File: config.mk
export PLATFORM = sky130hd
export DESIGN_NAME = sclk_div_top
export DESIGN_NICKNAME = d
export VERILOG_FILES = /design/src/rtl/sclk_div_pkg.sv /design/src/rtl/sclk_div_cfg.sv /design/src/rtl/sclk_div_phase.sv /design/src/rtl/sclk_div_top.sv
export SDC_FILE = /design/constraint.sdc
export NUM_CORES = 1
export LEC_CHECK = 0
export BUFFER_PORTS_ARGS = -buffer_cell sky130_fd_sc_hd__buf_2
export CELL_PAD_IN_SITES_DETAIL_PLACEMENT = 1
export CELL_PAD_IN_SITES_GLOBAL_PLACEMENT = 1
export CORE_MARGIN = 5
export CORE_UTILIZATION = 41
export DETAILED_ROUTE_END_ITERATION = 8
export MAX_ROUTING_LAYER = met4
export PLACE_DENSITY_LB_ADDON = 0.08
export SYNTH_ARGS = -nofsm -noshare
export SYNTH_HDL_FRONTEND = slang
export SYNTH_SLANG_ARGS = --single-unit
File: constraint.sdc
create_clock -name clk -period 4.35 [get_ports clk]
set_input_delay 0.87 -clock clk [delete_from_list [all_inputs] [get_ports clk]]
set_output_delay 0.87 -clock clk [all_outputs]
set_load 0.02 [all_outputs]
File: src/rtl/sclk_div_pkg.sv
package sclk_div_pkg;
  localparam int CFG_W     = 16;
  localparam int PRE_LSB   = 8;
  localparam int PRE_W     = 5;
  localparam int SEL_W     = 3;
  localparam int SEL_MAXSH = 5;
  localparam int RATIO_MAX = (1 << PRE_W) * (1 << SEL_MAXSH);
  localparam int RATIO_W   = $clog2(RATIO_MAX + 1);
  localparam int CNT_W     = $clog2(RATIO_MAX);

  typedef logic [RATIO_W-1:0] ratio_t;
  typedef logic [CNT_W-1:0]   count_t;

  // shift amount of the second stage for a divider code
  function automatic logic [2:0] sel_shift(input logic [SEL_W-1:0] code);
    logic [2:0] sh;
    case (code)
      3'd0:    sh = 3'd1;
      3'd1:    sh = 3'd2;
      3'd2:    sh = 3'd3;
      3'd3:    sh = 3'd4;
      3'd4:    sh = 3'd5;
      3'd7:    sh = 3'd0;
      default: sh = 3'd1;  // reserved codes run as divide by 2
    endcase
    return sh;
  endfunction

  function automatic ratio_t decode_ratio(input logic [CFG_W-1:0] word);
    ratio_t pre;
    pre = ratio_t'(word[PRE_LSB +: PRE_W]) + ratio_t'(1);
    return pre << sel_shift(word[SEL_W-1:0]);
  endfunction
endpackage

File: src/rtl/sclk_div_cfg.sv
module sclk_div_cfg
  import sclk_div_pkg::*;
(
  input  logic             clk,
  input  logic             rst_n,
  input  logic             wr_en,
  input  logic [CFG_W-1:0] wr_data,
  input  logic             load,
  output ratio_t           ratio_o
);
  ratio_t pend_q, pend_d;
  ratio_t act_q, act_d;

  always_comb begin
    pend_d = pend_q;
    if (wr_en) pend_d = decode_ratio(wr_data);
    act_d = act_q;
    if (load) act_d = pend_q;
  end

  always_ff @(posedge clk or negedge rst_n) begin
    if (!rst_n) begin
      pend_q <= decode_ratio('0);
      act_q  <= decode_ratio('0);
    end else begin
      pend_q <= pend_d;
      act_q  <= act_d;
    end
  end

  assign ratio_o = act_q;
endmodule

File: src/rtl/sclk_div_phase.sv
module sclk_div_phase
  import sclk_div_pkg::*;
(
  input  logic   clk,
  input  logic   rst_n,
  input  logic   run_en,
  input  ratio_t ratio_i,
  output logic   load_o,
  output logic   live_o,
  output count_t cnt_o,
  output logic   sclk_o,
  output logic   tick_o
);
  logic   live_q, live_d;
  count_t cnt_q, cnt_d;
  ratio_t hi_len;
  ratio_t cnt_ext;
  logic   at_last;
  logic   unity;

  assign cnt_ext = ratio_t'(cnt_q);
  assign hi_len  = ratio_i - (ratio_i >> 1);
  assign at_last = (cnt_ext == ratio_i - ratio_t'(1));
  assign unity   = (ratio_i == ratio_t'(1));

  always_comb begin
    live_d = run_en;
    cnt_d  = '0;
    if (run_en && live_q && !at_last) cnt_d = cnt_q + count_t'(1);
  end

  always_ff @(posedge clk or negedge rst_n) begin
    if (!rst_n) begin
      live_q <= 1'b0;
      cnt_q  <= '0;
    end else begin
      live_q <= live_d;
      cnt_q  <= cnt_d;
    end
  end

  assign load_o = !live_q || at_last;
  assign live_o = live_q;
  assign cnt_o  = cnt_q;
  assign sclk_o = live_q && (unity ? clk : (cnt_ext < hi_len));
  assign tick_o = live_q && (unity || cnt_q == '0 || cnt_ext == hi_len);
endmodule

File: src/rtl/sclk_div_top.sv
module sclk_div_top
  import sclk_div_pkg::*;
(
  input  logic        clk,
  input  logic        rst_n,
  input  logic [15:0] cfg_wdata,
  input  logic        cfg_we,
  input  logic        run_en,
  output logic        sclk_o,
  output logic        bit_tick_o
);
  ratio_t act_ratio;
  count_t phase_cnt;
  logic   phase_live;
  logic   reload;

  sclk_div_cfg u_cfg (
    .clk     (clk),
    .rst_n   (rst_n),
    .wr_en   (cfg_we),
    .wr_data (cfg_wdata),
    .load    (reload),
    .ratio_o (act_ratio)
  );

  sclk_div_phase u_phase (
    .clk     (clk),
    .rst_n   (rst_n),
    .run_en  (run_en),
    .ratio_i (act_ratio),
    .load_o  (reload),
    .live_o  (phase_live),
    .cnt_o   (phase_cnt),
    .sclk_o  (sclk_o),
    .tick_o  (bit_tick_o)
  );
endmodule

==> results_dict.tcl <==
set metrics [dict create \
    synthCells 334 \
    drt_iter0_drc 66 \
    finalPower_mw 1.24 \
    p_sw_mw 0.484 \
    ys_warn_count 0 \
    fmax_mhz 232 \
    grt_setup_unrepaired "true" \
    max_slew.worst_pin.slew_ns 0.754 \
    cp.arrival_ns 3.44 \
    p_int_mw 0.753 \
    p_leak_nw 1.52 \
    combPwrFrac 0.460 \
    cts_tree "built" \
    nNetsFinal 408 \
    fillers 844 \
    hold_start "u_cfg.pend_q[1]$_DFFE_PN1P_" \
    avgSynthCellArea_um2 8.97 \
    grt_max_degree 34 \
    die_y_um 95.5 \
    cpMostUsedCell "ha_1" \
    ys_types 63 \
    netlist_area_mm2 0.00300 \
    grt_overflow 0 \
    drive_gt1_frac 0.137 \
    path_cells "ha_1 > inv_1 > fa_2 > nor2b_1 > o311a_1 > o221a_2 > nor2_4 > xnor2_1 > ha_1 > a21o_1 > a21oi_2 > o21ai_1 > a31oi_1 > buf_4" \
    diodes 0 \
    grt_pass1_wl_mm 13.1 \
    cp-start-kind "flip-flop" \
    final_core_util 0.462 \
    drc_errors 0 \
    vdd_drop_max_mv 0.141 \
    ant_nets 0 \
    clkLatencyLatePin_ns 0.40 \
    path_clk_slew_ns 0.08 \
    grt_pass1_vias 2543 \
    cellPowerDensity_mw_per_mm2 373 \
    ys_seq_area_frac 0.276 \
    slew_headroom 0.498 \
    p_clk_frac 0.248 \
    dp_slack_ns 0.252 \
    wirelength_mm 7.74 \
    critPathRequiredTime_ns 3.48 \
    end_kind "output port" \
    gp_congestion 0.802 \
    setup_viol 0 \
    synth-edff-count 0 \
    switching_share 0.391 \
    maxSlewViolCount 0 \
    placed_area_mm2 0.00314 \
    row_count 31 \
    dr_total_vias 2462 \
    p_seq_frac 0.292 \
    timing.final.ws_setup_ns 0.0384 \
    final_common_cell "ha_1" \
    fp.coreArea_mm2 0.00718 \
    hpwlAfterDp_mm 5.93 \
    first_pass_iters 4 \
    crit_slowest_cell "dfstp_2" \
    final_cell_mix "37 x ha_1, 34 x inv_1, 30 x dfrtp_1" \
    ys_ff_latch 33 \
    status "finished clean" \
    async_flop_share 1.00 \
    syn_nets 392 \
    syn_to_final_growth_pct 10.7 \
    crit_type "flip-flop to output port" \
    final_area_mm2 0.00332 \
    finalCriticalPeriod_ns 4.31 \
    io_buffers 13 \
    ioPinCount 22 \
    clock_skew_ns 0.0115 \
    grt_use_total 0.199 \
    wl_per_cell_um 17.2 \
    rr_startpoint "u_cfg.ratio_o[1]$_DFFE_PN1P_" \
    hold_path_class "flip-flop to flip-flop" \
    fp.dieW_um 95.5 \
    crit_fanout 2 \
    die_area_mm2 0.00912 \
    max_stage_delay_ns 0.54 \
    max_cap_violations 0 \
    hold_viol_final 0 \
    holdWs_ns 0.496 \
    via_per_inst 5.47 \
    antenna_found_initial 0 \
    startpoint "u_cfg.ratio_o[1]$_DFFE_PN1P_" \
    ys.flop_type "dfrtp_1" \
    initial_core_util 0.418 \
    fin_crit_sh 0.991 \
]
## worst paths after layout
| path | end | slack, ns | cells after the start |
|---|---|---|---|
| max in group asynchronous | u_cfg.ratio_o[0]$_DFFE_PN0P_ | 3.27 | 1 |
| min in group asynchronous | u_cfg.pend_q[10]$_DFFE_PN0P_ | 0.53 | 1 |
| worst max-delay path | sclk_o | 0.04 | 14 |
| worst min register to register | u_cfg.pend_q[1]$_DFFE_PN1P_ | 0.50 | 2 |
| worst max register to register | u_cfg.ratio_o[7]$_DFFE_PN0P_ | 1.29 | 9 |
| worst min-delay path | u_cfg.pend_q[1]$_DFFE_PN1P_ | 0.50 | 2 |
## critical path: cells and delay by family (launching register included)
family | cells | cell delay (ns)
compound gates | 6 | 1.13
fa+ha+maj | 3 | 0.77
flops | 1 | 0.54
simple gates | 2 | 0.25
buf+inv | 2 | 0.23
xor+xnor | 1 | 0.13
## flip-flops by register name (all words and copies together) (netlist names)
register,count
u_phase.live_o,1
u_cfg.ratio_o,11
u_cfg.pend_q,11
u_phase.cnt_o,10
## Yosys cell counts (2+ instances only)
master	count	area (um2)
and2_1	3	18.8
nor2b_1	5	31.3
o2bb2ai_1	2	17.5
o21ai_0	13	65.1
clkbuf_1	4	15.0
nand4_1	5	31.3
xor2_1	14	123
a31oi_1	3	18.8
a21o_1	6	45.0
ha_1	37	463
and3_1	6	37.5
dfrtp_1	31	776
mux2i_1	11	110
nand3_1	13	65.1
nand2b_1	9	56.3
buf_2	2	10.0
a41oi_1	2	17.5
nand4b_1	3	26.3
a211oi_1	2	15.0
mux2_2	4	45.0
o41ai_1	2	17.5
inv_1	35	131
nand2_1	14	52.6
a2111oi_0	3	26.3
xnor2_1	18	158
dfstp_2	2	52.6
nor4_1	2	12.5
o22ai_1	5	31.3
nor2_1	17	63.8
nor3_1	13	65.1
a21oi_1	13	65.1
o32ai_1	2	17.5
o21bai_1	2	15.0
a21boi_0	2	15.0
## logic make-up (layout without fill, tap and decap cells)
| kind of cell | Yosys count | after routing | synth area share |
|---|---|---|---|
| xor+xnor | 33 | 33 | 0.101 |
| flops | 33 | 33 | 0.276 |
| compound gates | 69 | 69 | 0.159 |
| buf+inv | 45 | 62 | 0.0601 |
| fa+ha+maj | 39 | 39 | 0.165 |
| simple gates | 100 | 100 | 0.187 |
| mux | 15 | 15 | 0.0518 |
## metal layers
metal | up-vias | track usage | share of wire
met3 | 13 | 0.0426 | 0.028
met1 | 1204 | 0.268 | 0.51
met2 | 28 | 0.289 | 0.44
met5 | - | - | 0
li1 | 1217 | - | -
met4 | 0 | 0.0865 | 0.018
## metrics by stage
stage,instances,setup TNS [ns]
global placement,437,0
detailed placement,437,0
finish,450,0
global route,450,-0.287
CTS,450,0
floorplan,334,0
## power by group through the flow
stage	Sequential [mW]	Combinational, mW	Clock, mW
5_1_grt	0.365	0.648	0.335
4_1_cts	0.362	0.568	0.317
6_report	0.361	0.569	0.307
2_1_floorplan	0.359	0.430	0.00134
3_5_place_dp	0.369	0.550	0.00184
3_3_place_gp	0.368	0.538	0.00184
## layout make-up
type / instances / area (um2) / area share
inverter: 36 / 135 / 0.0407
timing repair buffer: 14 / 75.1 / 0.0226
sequential: 33 / 830 / 0.250
tap: 99 / 124 / 0.0373
clock inverter: 3 / 17.5 / 0.00528
multi-input combinational: 256 / 2020 / 0.608
clock buffer: 9 / 118 / 0.0355
## timing repair
| item | 4_1_cts | 5_1_grt |
|---|---|---|
| pin swaps | 2 | 3 |
| setup endpoints to repair | 2 | 2 |
| hold buffers | 0 | 0 |
| buffers inserted | 2 | 0 |
| resized for setup | 7 | 4 |
Power figures use the tool's default switching activity.
